### src/rtl/trapdoor_pkg.sv
package trapdoor_pkg;
   typedef enum logic [1:0] {SQ_IDLE, SQ_ONE, SQ_TWO, SQ_OPEN} seq_e;

   localparam int unsigned IDX_RDT   = 0;
   localparam int unsigned IDX_WRT   = 1;
   localparam int unsigned IDX_CTL   = 3;
   localparam int unsigned IDX_STRAP = 5;
   localparam int unsigned IDX_MISC  = 6;
endpackage

### src/rtl/td_unlock.sv
module td_unlock
   import trapdoor_pkg::*;
#(
   parameter int unsigned AW        = 3,
   parameter int unsigned TRIG_OFS  = 1,
   parameter int unsigned KEY_OFS   = 2,
   parameter logic [7:0]  OPEN_KEY  = 8'h03,
   parameter logic [7:0]  CLOSE_KEY = 8'h83
) (
   input  logic          clk,
   input  logic          rst_n,
   input  logic [AW-1:0] addr,
   input  logic          rd,
   input  logic          wr,
   input  logic          word,
   input  logic [7:0]    wbyte,
   output logic          open
);
   seq_e st_q, st_d;
   logic acc, trig_rd, key_wr, close_wr;

   assign acc      = rd | wr;
   assign trig_rd  = rd & word & (addr == AW'(TRIG_OFS));
   assign key_wr   = wr & ~word & (addr == AW'(KEY_OFS)) & (wbyte == OPEN_KEY);
   assign close_wr = wr & ~word & (addr == AW'(KEY_OFS)) & (wbyte == CLOSE_KEY);

   always_comb begin
      st_d = st_q;
      unique case (st_q)
         SQ_IDLE: if (acc) st_d = trig_rd ? SQ_ONE : SQ_IDLE;
         SQ_ONE:  if (acc) st_d = trig_rd ? SQ_TWO : SQ_IDLE;
         SQ_TWO:  if (acc) st_d = key_wr  ? SQ_OPEN : SQ_IDLE;
         SQ_OPEN: if (close_wr) st_d = SQ_IDLE;
         default: st_d = SQ_IDLE;
      endcase
   end

   always_ff @(posedge clk) begin
      if (!rst_n) st_q <= SQ_IDLE;
      else        st_q <= st_d;
   end

   assign open = (st_q == SQ_OPEN);

   assert_key_opens_R2: assert property (@(posedge clk) disable iff (!rst_n)
      (st_q == SQ_TWO) && key_wr |=> open);

   assert_stray_resets_R3: assert property (@(posedge clk) disable iff (!rst_n)
      (st_q != SQ_OPEN) && acc && !(trig_rd && st_q != SQ_TWO) && !(st_q == SQ_TWO && key_wr)
      |=> (st_q == SQ_IDLE));

   assert_close_key_R9: assert property (@(posedge clk) disable iff (!rst_n)
      open && close_wr |=> !open);
endmodule

### src/rtl/td_regs.sv
module td_regs
   import trapdoor_pkg::*;
#(
   parameter int unsigned AW       = 3,
   parameter int unsigned TW       = 8,
   parameter int unsigned NDEV     = 2,
   parameter logic [TW-1:0] RST_TIM = '1,
   parameter logic [1:0]  RST_ASU  = 2'd3,
   parameter logic [TW-1:0] OVR_KEY = TW'(8'h85)
) (
   input  logic             clk,
   input  logic             rst_n,
   input  logic             open,
   input  logic [AW-1:0]    addr,
   input  logic             wr,
   input  logic [TW-1:0]    wbyte,
   input  logic             strap,
   output logic [TW-1:0]    cfg_rd,
   output logic [NDEV*TW-1:0] tim_rd,
   output logic [NDEV*TW-1:0] tim_wr,
   output logic [1:0]       asu,
   output logic             dev,
   output logic             ovr
);
   localparam int unsigned DSW = (NDEV > 1) ? $clog2(NDEV) : 1;

   if (NDEV != 2) begin : g_bad_ndev
      $error("td_regs: device select is one bit, NDEV must be 2");
   end
   if (TW < 8) begin : g_bad_tw
      $error("td_regs: TW must be at least 8");
   end

   logic          wr_en;
   logic [TW-1:0] ctl_q;
   logic [1:0]    asu_q;
   logic          dev_q;
   logic [TW-1:0] rdt_sel, wrt_sel;

   assign wr_en = open & wr;

   for (genvar g = 0; g < NDEV; g++) begin : g_dev
      logic [TW-1:0] rdt_q, wrt_q;
      always_ff @(posedge clk) begin
         if (!rst_n) begin
            rdt_q <= RST_TIM;
            wrt_q <= RST_TIM;
         end else if (wr_en && (DSW'(dev_q) == DSW'(g))) begin
            if (addr == AW'(IDX_RDT)) rdt_q <= wbyte;
            if (addr == AW'(IDX_WRT)) wrt_q <= wbyte;
         end
      end
      assign tim_rd[g*TW +: TW] = rdt_q;
      assign tim_wr[g*TW +: TW] = wrt_q;
   end

   always_ff @(posedge clk) begin
      if (!rst_n) begin
         ctl_q <= '0;
         asu_q <= RST_ASU;
         dev_q <= 1'b0;
      end else if (wr_en) begin
         if (addr == AW'(IDX_CTL)) ctl_q <= wbyte;
         if (addr == AW'(IDX_MISC)) begin
            if (wbyte[7:4] == 4'h0) dev_q <= wbyte[0];
            else                    asu_q <= wbyte[5:4];
         end
      end
   end

   assign rdt_sel = dev_q ? tim_rd[TW +: TW] : tim_rd[0 +: TW];
   assign wrt_sel = dev_q ? tim_wr[TW +: TW] : tim_wr[0 +: TW];

   always_comb begin
      cfg_rd = '0;
      case (addr)
         AW'(IDX_RDT):   cfg_rd = rdt_sel;
         AW'(IDX_WRT):   cfg_rd = wrt_sel;
         AW'(IDX_CTL):   cfg_rd = ctl_q;
         AW'(IDX_STRAP): cfg_rd = TW'(strap);
         AW'(IDX_MISC):  cfg_rd = TW'({asu_q, 3'b000, dev_q});
         default:        cfg_rd = '0;
      endcase
   end

   assign asu = asu_q;
   assign dev = dev_q;
   assign ovr = (ctl_q == OVR_KEY);

   assert_closed_hold_R4: assert property (@(posedge clk) disable iff (!rst_n)
      !open |=> $stable(tim_rd) && $stable(tim_wr) && $stable(asu) && $stable(dev) && $stable(ovr));

   assert_setup_code_R6: assert property (@(posedge clk) disable iff (!rst_n)
      wr_en && (addr == AW'(IDX_MISC)) && (wbyte[7:4] != 4'h0) |=> (asu == $past(wbyte[5:4])));

   assert_override_R8: assert property (@(posedge clk) disable iff (!rst_n)
      wr_en && (addr == AW'(IDX_CTL)) && (wbyte == OVR_KEY) |=> ovr);
endmodule

### src/rtl/trapdoor_cfg_bank.sv
module trapdoor_cfg_bank
   import trapdoor_pkg::*;
#(
   parameter int unsigned AW   = 3,
   parameter int unsigned DW   = 16,
   parameter int unsigned TW   = 8,
   parameter int unsigned NDEV = 2
) (
   input  logic               clk,
   input  logic               rst_n,
   input  logic [AW-1:0]      io_addr,
   input  logic               io_rd,
   input  logic               io_wr,
   input  logic               io_word,
   input  logic [DW-1:0]      io_wdata,
   output logic [DW-1:0]      io_rdata,
   output logic [AW-1:0]      tf_addr,
   output logic               tf_word,
   output logic [DW-1:0]      tf_wdata,
   output logic               tf_rd,
   output logic               tf_wr,
   input  logic [DW-1:0]      tf_rdata,
   input  logic               strap_clk,
   output logic               cfg_open,
   output logic [NDEV*TW-1:0] tim_rd,
   output logic [NDEV*TW-1:0] tim_wr,
   output logic [1:0]         addr_setup,
   output logic               dev_sel,
   output logic               strap_ovr
);
   if (AW < 3) begin : g_bad_aw
      $error("trapdoor_cfg_bank: AW must reach offset 6");
   end
   if (DW < TW) begin : g_bad_dw
      $error("trapdoor_cfg_bank: DW must hold a configuration byte");
   end

   logic [TW-1:0] cfg_rd;

   td_unlock #(.AW(AW)) u_unlock (
      .clk(clk), .rst_n(rst_n), .addr(io_addr), .rd(io_rd), .wr(io_wr),
      .word(io_word), .wbyte(io_wdata[7:0]), .open(cfg_open)
   );

   td_regs #(.AW(AW), .TW(TW), .NDEV(NDEV)) u_regs (
      .clk(clk), .rst_n(rst_n), .open(cfg_open), .addr(io_addr), .wr(io_wr),
      .wbyte(io_wdata[TW-1:0]), .strap(strap_clk), .cfg_rd(cfg_rd),
      .tim_rd(tim_rd), .tim_wr(tim_wr), .asu(addr_setup), .dev(dev_sel), .ovr(strap_ovr)
   );

   assign tf_addr  = io_addr;
   assign tf_word  = io_word;
   assign tf_wdata = io_wdata;
   assign tf_rd    = io_rd & ~cfg_open;
   assign tf_wr    = io_wr & ~cfg_open;

   if (DW > TW) begin : g_pad
      assign io_rdata = cfg_open ? {{(DW-TW){1'b0}}, cfg_rd} : tf_rdata;
   end else begin : g_flat
      assign io_rdata = cfg_open ? cfg_rd : tf_rdata;
   end
endmodule

### config.mk
export PLATFORM = sky130hd
export DESIGN_NAME = trapdoor_cfg_bank
export DESIGN_NICKNAME = d
export VERILOG_FILES = /design/src/rtl/trapdoor_pkg.sv /design/src/rtl/td_unlock.sv /design/src/rtl/td_regs.sv /design/src/rtl/trapdoor_cfg_bank.sv
export SDC_FILE = /design/constraint.sdc
export NUM_CORES = 1
export LEC_CHECK = 0
export BUFFER_PORTS_ARGS = -buffer_cell sky130_fd_sc_hd__buf_2
export CORE_ASPECT_RATIO = 1.5
export CORE_MARGIN = 3
export CORE_UTILIZATION = 42
export DETAILED_ROUTE_END_ITERATION = 12
export PLACE_DENSITY = 0.76
export SLEW_MARGIN = 10
export SYNTH_ARGS = -nofsm -noshare
export SYNTH_HDL_FRONTEND = slang
export SYNTH_SLANG_ARGS = --single-unit
### constraint.sdc
create_clock -name clk -period 1.95 [get_ports clk]
set_clock_uncertainty 0.1 [all_clocks]
set_input_delay 0.39 -clock clk [delete_from_list [all_inputs] [get_ports clk]]
set_output_delay 0.39 -clock clk [all_outputs]
set_load 0.05 [all_outputs]
==> results_dict.tcl, run 1 <==
set metrics [dict create \
    synth_edf_count 0 \
    cts_hold_buf 0 \
    crit_type "flop to output port" \
    first_pass_iters 4 \
    drtIter0Drc 124 \
    finalSetupTns_ns -1.55 \
    syn_nets 337 \
    grt_max_degree 35 \
    drv_slew 0 \
    cts_sinks 45 \
    fin_crit_sh_pct 111 \
    power_leakage_nw 1.42 \
    antenna_found_initial 0 \
    synth_xor_xnor_area_share_pct 0.356 \
    num_vias 2591 \
    critPathLaunchType "flop" \
    drc 0 \
    vdd_drop_max_uv 350 \
    synthSimpleGateAreaFrac_pct 25.8 \
    synth_cell_types 41 \
    reg2regPathDepth 4 \
    critPathTopFamily "flip-flops" \
    wire_per_inst_um 17.3 \
    finalSetupViolations 8 \
    clk_pin_slew_worst_paths_ns 0.08 \
    fmax_mhz 461 \
    worst_pin_slew_ns 0.409 \
    netlist_area_um2 2460 \
    wirelength_mm 8.19 \
    ys_top_cells_by_area "dfxtp_1 37%, mux2i_1 16%, nand2_1 8.1%, buf_4 6.1%, nand3_1 3.9%" \
    ys_warn_count 0 \
    synthMuxAreaShare_pct 16.3 \
    gp_congestion 0.863 \
    syn_inst 296 \
    cts_root_buf "clkbuf_8" \
    overflow 0 \
    n_antenna_cell 0 \
    outcome "finished with violations" \
    area_delta_synth_final_pct 44.9 \
    avgSynthCellArea_um2 8.31 \
    path_common_cell "buf_6" \
    violations "negative setup slack" \
    rows 33 \
    rsz0062_at_grt "true" \
    cts_buffers 5 \
    synth_top_family_by_area "simple AND/OR/NAND/NOR gates" \
    nNetsFinal 444 \
    layout.cells.non_filler 474 \
    crit_chain "buf_6, mux2i_2, nor2_1, a211oi_2, o21ai_4, buf_6" \
    final_antenna_net_count 0 \
    die_area_um2 6830 \
    worstHoldPathType "primary input to flop" \
    path_max_fanout 7 \
    end_kind "output port" \
    crit_path_top_delay_cell "dfxtp_4" \
    grt_pass1_vias 2484 \
    synthAdderAreaFrac_pct 0 \
    cts_tree "built" \
    cts_max_level 2 \
    portBuffers 99 \
    arrival_ns 1.68 \
    yosys.area.top_type_share_pct 36.6 \
    holdPathStages 3 \
    synth_ff_type "dfxtp_1" \
    grt_pass1_wl_mm 12.5 \
    slowest_delay_ns 0.42 \
    initial_core_util_pct 44.1 \
    dp_slack_ns -0.350 \
    grt.total_usage_pct 24.5 \
    drive_above_1_share_pct 49.3 \
    synth_top_area_cell "dfxtp_1" \
    path_depth 6 \
    coreArea_um2 5570 \
    synth-seq-cells 45 \
    io_pins 116 \
    relSlewSlack_pct 72.5 \
    critPathRequiredTime_ns 1.46 \
    dp_hpwl_mm 5.92 \
    die_w_um 68.5 \
    synth_common_cells "53 x nand2_1, 45 x dfxtp_1, 40 x mux2i_1" \
    die_h_um 99.7 \
    setup_slack_ns -0.220 \
    synth_most_common_cell "nand2_1" \
    vias_per_cell 5.47 \
    dp_cells 461 \
    post-route-min-period_ns 2.17 \
    placed_cell_area_um2 3210 \
    finalHoldViolCount 0 \
    clock_path_buffers 2 \
    final_cell_area_um2 3560 \
    ys_seq_area_share_pct 36.6 \
    synth-compound-area-share_pct 9.97 \
    path_buf_inv 2 \
    drv_cap 0 \
    synth-async-reset-ratio_pct 0 \
    power_density_nw_per_um2 524 \
    clk-insertion-delay-late_ns 0.30 \
]
[cells in the final DEF, fill, tap and decap left out, drive strengths merged, types with 3 or more instances in the layout]
master,Yosys,routed
inv,4,3
o21ai,16,16
dfxtp,45,45
a21oi,7,7
nand2,53,53
nand3,19,19
nor2,19,19
buf,26,138
a211oi,3,3
clkbuf,13,6
nor3,5,5
and2,10,10
or3,2,3
mux2i,40,40
o22ai,5,5
[state kept, by name, summed over array words and instances (netlist names)]
signal / flops
u_unlock.st_q: 2
u_regs.g_dev.rdt_q: 16
u_regs.g_dev.wrt_q: 16
u_regs.asu: 2
u_regs.dev: 1
u_regs.ctl_q: 8
[worst reg2reg max path, delay by kind of cell, from the launching register on]
kind / cells / cell delay, ns
and+or+nand+nor: 2 / 0.78
AOI/OAI and AO/OA: 1 / 0.25
buffers and inverters: 1 / 0.14
DFF: 1 / 0.35
[per-stage QoR]
step                      power (W)  hold WS, ns  util [%]
after CTS                   0.00188        0.323      63.1
after floorplan             0.00124        0.374         -
after global routing        0.00193        0.349      64.0
after global placement      0.00129        0.369      57.6
final                       0.00187        0.326      64.0
after detailed placement    0.00130        0.378      57.6
[power by group]
part / internal (W) / switching, W / total [W] / leakage, nW
clock network: 0.000248 / 0.000311 / 0.000560 / 0.0450
registers: 0.000919 / 0.00000272 / 0.000921 / 0.366
logic: 0.000128 / 0.000258 / 0.000386 / 1.01
[metal layers]
metal	track usage, %	share of wire (%)
met3	3.62	6.1
met2	40.2	51
met5	0	0
met4	15.2	4.5
met1	28.8	38
[logic make-up (layout without fill, tap and decap cells)]
family                    count (synthesis)  after routing
AOI/OAI and AO/OA                        40             40
xor gates and xnor gates                  1              1
buffers and inverters                    43            150
DFF                                      45             45
muxes                                    40             40
and+or+nand+nor                         127            128
[final timing paths]
check	start	to	slack, ns
setup / recovery	u_regs.dev$_SDFFE_PN0P_	io_rdata[7]	-0.22
hold / removal	io_wdata[2]	u_regs.g_dev[1].wrt_q[2]$_SDFFE_PN1P_	0.33
setup reg to reg	u_unlock.st_q[1]$_SDFFE_PN0P_	u_unlock.st_q[1]$_SDFFE_PN0P_	0.25
hold reg to reg	u_regs.g_dev[1].rdt_q[5]$_SDFFE_PN1P_	u_regs.g_dev[1].rdt_q[5]$_SDFFE_PN1P_	0.40
[layout make-up]
type,count,area (µm²)
clock buffer,6,72.6
clock inverter,2,10.0
fill,467,2010
inverter,4,18.8
multi-input combinational,209,1550
sequential,45,910
tap,70,87.6
timing repair buffer,138,915
[timing repair]
action                                  in CTS  in global routing
hold endpoints to repair                     0                  0
endpoints found under the setup margin       9                 19
gates resized for setup                     50                 12
pin swaps                                   11                  1
setup buffers                                4                  0
gates cloned                                 1                  0
No activity file was read; power rests on OpenSTA's default activity.
==> run 2, diff against run 1 <==
Settings changed: ABC_AREA set to 1.
==> run 2 against run 1 <==
Net effect:
- the run still ends with negative setup slack left
- final cell count rose by 16%
- routed wire length fell by 6.3%
- via count rose by 8.0%
- sequential cell count did not move
- clock power fell by 1%
- register-to-register slack improved by 0.03 ns
- utilization fell by 5.1 points
==> results_dict.tcl, run 2 <==
set metrics [dict create \
    yosys.area.top_type_share_pct 36.1 \
    path_max_fanout 8 \
    synth_top_area_cell "dfxtp_1" \
    slowest_delay_ns 0.45 \
    synth_top_family_by_area "simple AND/OR/NAND/NOR gates" \
    final_cell_mix "133 x nand2_1, 80 x buf_2, 41 x dfxtp_1" \
    arrival_ns 1.51 \
    finish.utilization_pct 58.8 \
    cts_max_level 2 \
    die_h_um 100 \
    drive_above_1_share_pct 35.1 \
    cts_buffers 5 \
    final_cell_area_um2 3300 \
    regToRegStartpoint "u_unlock.st_q[0]$_SDFFE_PN0P_" \
    clk_pin_slew_worst_paths_ns 0.08 \
    synthSimpleGateAreaFrac_pct 37.6 \
    clockPowerShare_pct 30.2 \
    synth_common_cells "141 x nand2_1, 45 x dfxtp_1, 35 x nor2_1" \
    clock_path_buffers 2 \
    placed_cell_area_um2 3000 \
    regArea_um2 908 \
    num_vias 2798 \
    synth_cell_types 24 \
    synth-compound-area-share_pct 11.5 \
    wire_per_inst_um 14.0 \
    critPathLaunchType "flop" \
    setup_slack_ns -0.0480 \
    rsz0062_at_grt "true" \
    violations "negative setup slack" \
    synthAdderAreaFrac_pct 0 \
    coreArea_um2 5620 \
    final_antenna_net_count 0 \
    grt_pass1_vias 2572 \
    area_delta_synth_final_pct 32.2 \
    drtIter0Drc 88 \
    syn_nets 425 \
    synth_edf_count 0 \
    p_seq_share_pct 50.5 \
    crit_type "flop to output port" \
    syn_inst 384 \
    dp_slack_ns -0.0446 \
    clk-insertion-delay-late_ns 0.30 \
    netlist_area_um2 2500 \
    initial_core_util_pct 44.5 \
    outcome "finished with violations" \
    portBuffers 99 \
    power_density_nw_per_um2 553 \
    first_pass_iters 5 \
    finalSetupViolations 7 \
    antenna_found_initial 0 \
    cts_hold_buf 0 \
    synth_ff_type "dfxtp_1" \
    n_antenna_cell 0 \
    cts_root_buf "clkbuf_8" \
    totalPowerFinal_w 0.00183 \
    cts_tree "built" \
    die_w_um 69.0 \
    p_comb_share_pct 19.2 \
    ys_top_cells_by_area "dfxtp_1 36%, nand2_1 21%, buf_4 6.3%, nand3_1 6.0%, nor2_1 5.3%" \
    nNetsFinal 518 \
    multi_input_area_um2 1290 \
    avgSynthCellArea_um2 6.51 \
    wirelength_mm 7.67 \
    ys_warn_count 0 \
    rows 33 \
    crit_chain "buf_6, nand2_2, nand2_1, nand2_1, o211ai_1, nor2_2, nor2_4, buf_6" \
    power_leakage_nw 1.82 \
    synth_xor_xnor_area_share_pct 0 \
    grt_max_degree 45 \
    crit_start "u_regs.dev$_SDFFE_PN0P_" \
    end_kind "output port" \
    grt.total_usage_pct 22.0 \
    post-route-min-period_ns 2.00 \
    drc 0 \
    dp_hpwl_mm 5.65 \
    p_switching_w 0.000548 \
    vdd_drop_max_uv 562 \
    overflow 0 \
    ys_seq_area_share_pct 36.1 \
    gp_congestion 0.915 \
    cts_sinks 45 \
    worst_pin_slew_ns 0.262 \
    fmax_mhz 501 \
    fillers 546 \
    grt_pass1_wl_mm 11.7 \
    synth_most_common_cell "nand2_1" \
    p_int_w 0.00128 \
    synth-async-reset-ratio_pct 0 \
    reg_top3 "u_regs.g_dev.rdt_q x16, u_regs.g_dev.wrt_q x16, u_regs.ctl_q x8" \
    synth-seq-cells 45 \
    finalHoldViolCount 0 \
    final_common_cell "nand2_1" \
    crit_path_top_delay_cell "dfxtp_4" \
    relSlewSlack_pct 82.5 \
    drv_cap 0 \
    vias_per_cell 5.11 \
    critPathRequiredTime_ns 1.46 \
    synthMuxAreaShare_pct 0 \
    die_area_um2 6930 \
    fin_crit_sh_pct 102 \
    min_from "rst_n" \
    switching_share_pct 30.0 \
    io_pins 116 \
    worstHoldPathType "primary input to flop" \
    drv_slew 0 \
]
run 2: final cells by class:
class	instances	share of cell area, %
clock buffers	6	2.20
clock inverters	2	0.303
inverters	34	4.20
multi-input cells	270	39.1
flip-flops and latches	45	27.5
well taps	70	2.65
repair buffers	121	24.1
run 2: through the flow:
step,cells,hold slack [ns],setup TNS [ns]
CTS,547,0.256,-0.216
finish,548,0.257,-0.190
detailed placement,533,0.380,-0.148
global placement,533,0.381,-0.0569
floorplan,384,0.344,-0.552
global route,548,0.258,-0.960
run 2: power by group through the flow:
stage | clock, W | combinational [W] | sequential [W]
6_report | 0.000552 | 0.000351 | 0.000922
2_1_floorplan | 0 | 0.000267 | 0.000946
3_5_place_dp | 0 | 0.000319 | 0.000945
5_1_grt | 0.000596 | 0.000374 | 0.000922
4_1_cts | 0.000558 | 0.000340 | 0.000922
3_3_place_gp | 0 | 0.000316 | 0.000945
run 2: final timing paths:
path | slack [ns] | cells past startpoint | to
hold reg to reg | 0.40 | 2 | u_regs.g_dev[1].wrt_q[0]$_SDFFE_PN1P_
setup / recovery | -0.05 | 8 | io_rdata[0]
hold / removal | 0.26 | 3 | u_regs.ctl_q[0]$_SDFFE_PN0P_
setup reg to reg | 0.28 | 9 | u_regs.g_dev[1].rdt_q[6]$_SDFFE_PN1P_
run 2: layer usage:
metal | track usage, % | vias to the layer above | wire length (µm)
met5 | 0 | - | 0
met4 | 8.86 | 0 | 197
met3 | 4.02 | 20 | 635
met2 | 38.4 | 136 | 3970
met1 | 25.5 | 1254 | 2870
li1 | - | 1388 | -
run 2: worst max-delay path, delay by kind of cell, from the launching register on:
kind | cells | cell delay (ns)
flops | 1 | 0.45
simple gates | 5 | 0.33
buf+inv | 2 | 0.30
compound gates | 1 | 0.12
run 2: cell families (layout without fill, tap and decap cells):
group           count (synthesis)  count (layout)
flops                          45              45
compound gates                 48              48
simple gates                  222             222
buf+inv                        69             163
run 2: what timing repair did:
action,in CTS,in global routing
endpoints found under the setup margin,20,18
gates cloned,1,0
buffers inserted,6,1
pin swaps,9,8
resized for setup,50,27
==> run 3, diff against run 2 <==
Settings changed: CORE_MARGIN 3 to unset.
==> run 3 against run 2 <==
Net effect:
- the flow still finishes with violations (negative setup slack)
- design area grew 2.5%
- hold slack better by 0.044 ns
- critical endpoint is now io_rdata[1]
- sequential share of layout area shrank 0.70 points
==> results_dict.tcl, run 3 (synthesis gave the netlist of run 2 again) <==
set metrics [dict create \
    outcome "finished with violations" \
    violations "negative setup slack" \
    wirelength_mm 7.97 \
    crit_type "flop to output port" \
    fmax_mhz 488 \
    vias_per_cell 5.22 \
    die_w_um 65.0 \
    p_comb_share_pct 17.9 \
    area_delta_synth_final_pct 35.5 \
    cts_tree "built" \
    power_leakage_nw 1.83 \
    wire_per_inst_um 14.5 \
    drc 0 \
    power_density_nw_per_um2 578 \
    post-route-min-period_ns 2.05 \
    dp_cells 534 \
    finalSetupViolations 7 \
    grt.total_usage_pct 24.1 \
    p_int_w 0.00140 \
    busiest_layer "met2" \
    reg_top3 "u_regs.g_dev.rdt_q x16, u_regs.g_dev.wrt_q x16, u_regs.ctl_q x8" \
    final_antenna_net_count 0 \
    switching_share_pct 28.6 \
    final_common_cell "nand2_1" \
    use_met3_pct 3.40 \
    clk-insertion-delay-late_ns 0.29 \
    final_cell_mix "127 x nand2_1, 80 x buf_2, 42 x dfxtp_1" \
    critPathLaunchType "flop" \
    fin_crit_sh_pct 105 \
    grt_max_degree 21 \
    drv_slew 0 \
    drive_above_1_share_pct 38.0 \
    clockPowerShare_pct 35.0 \
    n_antenna_cell 0 \
    p_switching_w 0.000560 \
    overflow 0 \
    portBuffers 99 \
    finalHoldViolCount 0 \
    worstHoldPathType "primary input to flop" \
    antenna_found_initial 0 \
    totalPowerFinal_w 0.00196 \
    dp_hpwl_mm 5.52 \
    p_seq_share_pct 47.1 \
    drv_cap 0 \
    nNetsFinal 517 \
    dp_slack_ns -0.0551 \
    clk_pin_slew_worst_paths_ns 0.09 \
    rsz0062_at_grt "true" \
    first_pass_iters 5 \
    vdd_drop_max_uv 530 \
    clock_path_buffers 2 \
    drtIter0Drc 123 \
    critPathRequiredTime_ns 1.46 \
    regToRegStartpoint "u_unlock.st_q[1]$_SDFFE_PN0P_" \
    gp_congestion 0.905 \
    end_kind "output port" \
    cts_root_buf "clkbuf_8" \
    coreArea_um2 5790 \
    initial_core_util_pct 43.2 \
    cts_sinks 45 \
    met2_usage_pct 43.8 \
    num_vias 2863 \
    min_from "rst_n" \
    die_h_um 96.5 \
    arrival_ns 1.56 \
    worst_pin_slew_ns 0.261 \
    relSlewSlack_pct 82.6 \
    rows 34 \
    layout.cells.non_filler 548 \
    cts_max_level 2 \
    crit_start "u_regs.dev$_SDFFE_PN0P_" \
    fillers 542 \
    setup_slack_ns -0.0995 \
    grt_pass1_wl_mm 11.6 \
    grt_use_met1_pct 27.6 \
    cts_buffers 5 \
    grt_pass1_vias 2555 \
    finish.utilization_pct 58.5 \
    path_max_fanout 6 \
    io_pins 116 \
    die_area_um2 6270 \
]
## run 3: stage by stage
stage          setup TNS, ns  cell area [µm²]  hold slack, ns
6_report              -0.321             3380           0.301
5_1_grt               -0.953             3380           0.320
4_1_cts               -0.293             3210           0.300
3_5_place_dp          -0.211             2990           0.377
3_3_place_gp          -0.105             2990           0.377
2_1_floorplan         -0.552             2530           0.344
## run 3: power groups by stage
stage | Combinational (W) | Sequential, W | Clock (W)
2_1_floorplan | 0.000267 | 0.000946 | 0
3_3_place_gp | 0.000311 | 0.000945 | 0
3_5_place_dp | 0.000314 | 0.000945 | 0
4_1_cts | 0.000334 | 0.000923 | 0.000690
5_1_grt | 0.000371 | 0.000922 | 0.000726
6_report | 0.000351 | 0.000922 | 0.000684
## run 3: final cells by class
type | instances | area [µm²] | area share (%)
multi-input combinational | 270 | 1340 | 39.7
sequential | 45 | 907 | 26.8
timing repair buffer | 120 | 803 | 23.7
inverter | 34 | 136 | 4.03
tap | 72 | 90.1 | 2.66
clock buffer | 5 | 68.8 | 2.03
clock inverter | 2 | 35.0 | 1.04
## run 3: routing by layer
layer  wire length, µm  part of all wire [%]
met1              3030                    38
met2              4260                    54
met3               478                   6.0
met4               197                   2.5
met5                 0                     0
## run 3: final timing paths
kind                                                 to  slack [ns]  cells past startpoint
setup reg to reg  u_regs.g_dev[1].rdt_q[0]$_SDFFE_PN1P_        0.26                      9
hold / removal             u_regs.ctl_q[1]$_SDFFE_PN0P_        0.30                      3
hold reg to reg            u_regs.ctl_q[1]$_SDFFE_PN0P_        0.40                      2
setup / recovery                            io_rdata[1]        -0.1                      8
## run 3: timing repair
action,4_1_cts,5_1_grt
pin swaps,5,22
hold buffers,0,0
setup buffers,4,1
hold endpoints to repair,0,0
gates cloned,0,2
gates resized for setup,36,50
endpoints found under the setup margin,20,16
## run 3: worst max-delay path, stage by stage, from the launching register on
cell and delay, ns:
dfxtp_4 0.41, inv_6 0.06, clkbuf_16 0.15, buf_6 0.11, nand2_1 0.05, a21oi_1 0.05, o21ai_1 0.18, nand2_1 0.09
buf_6 0.15
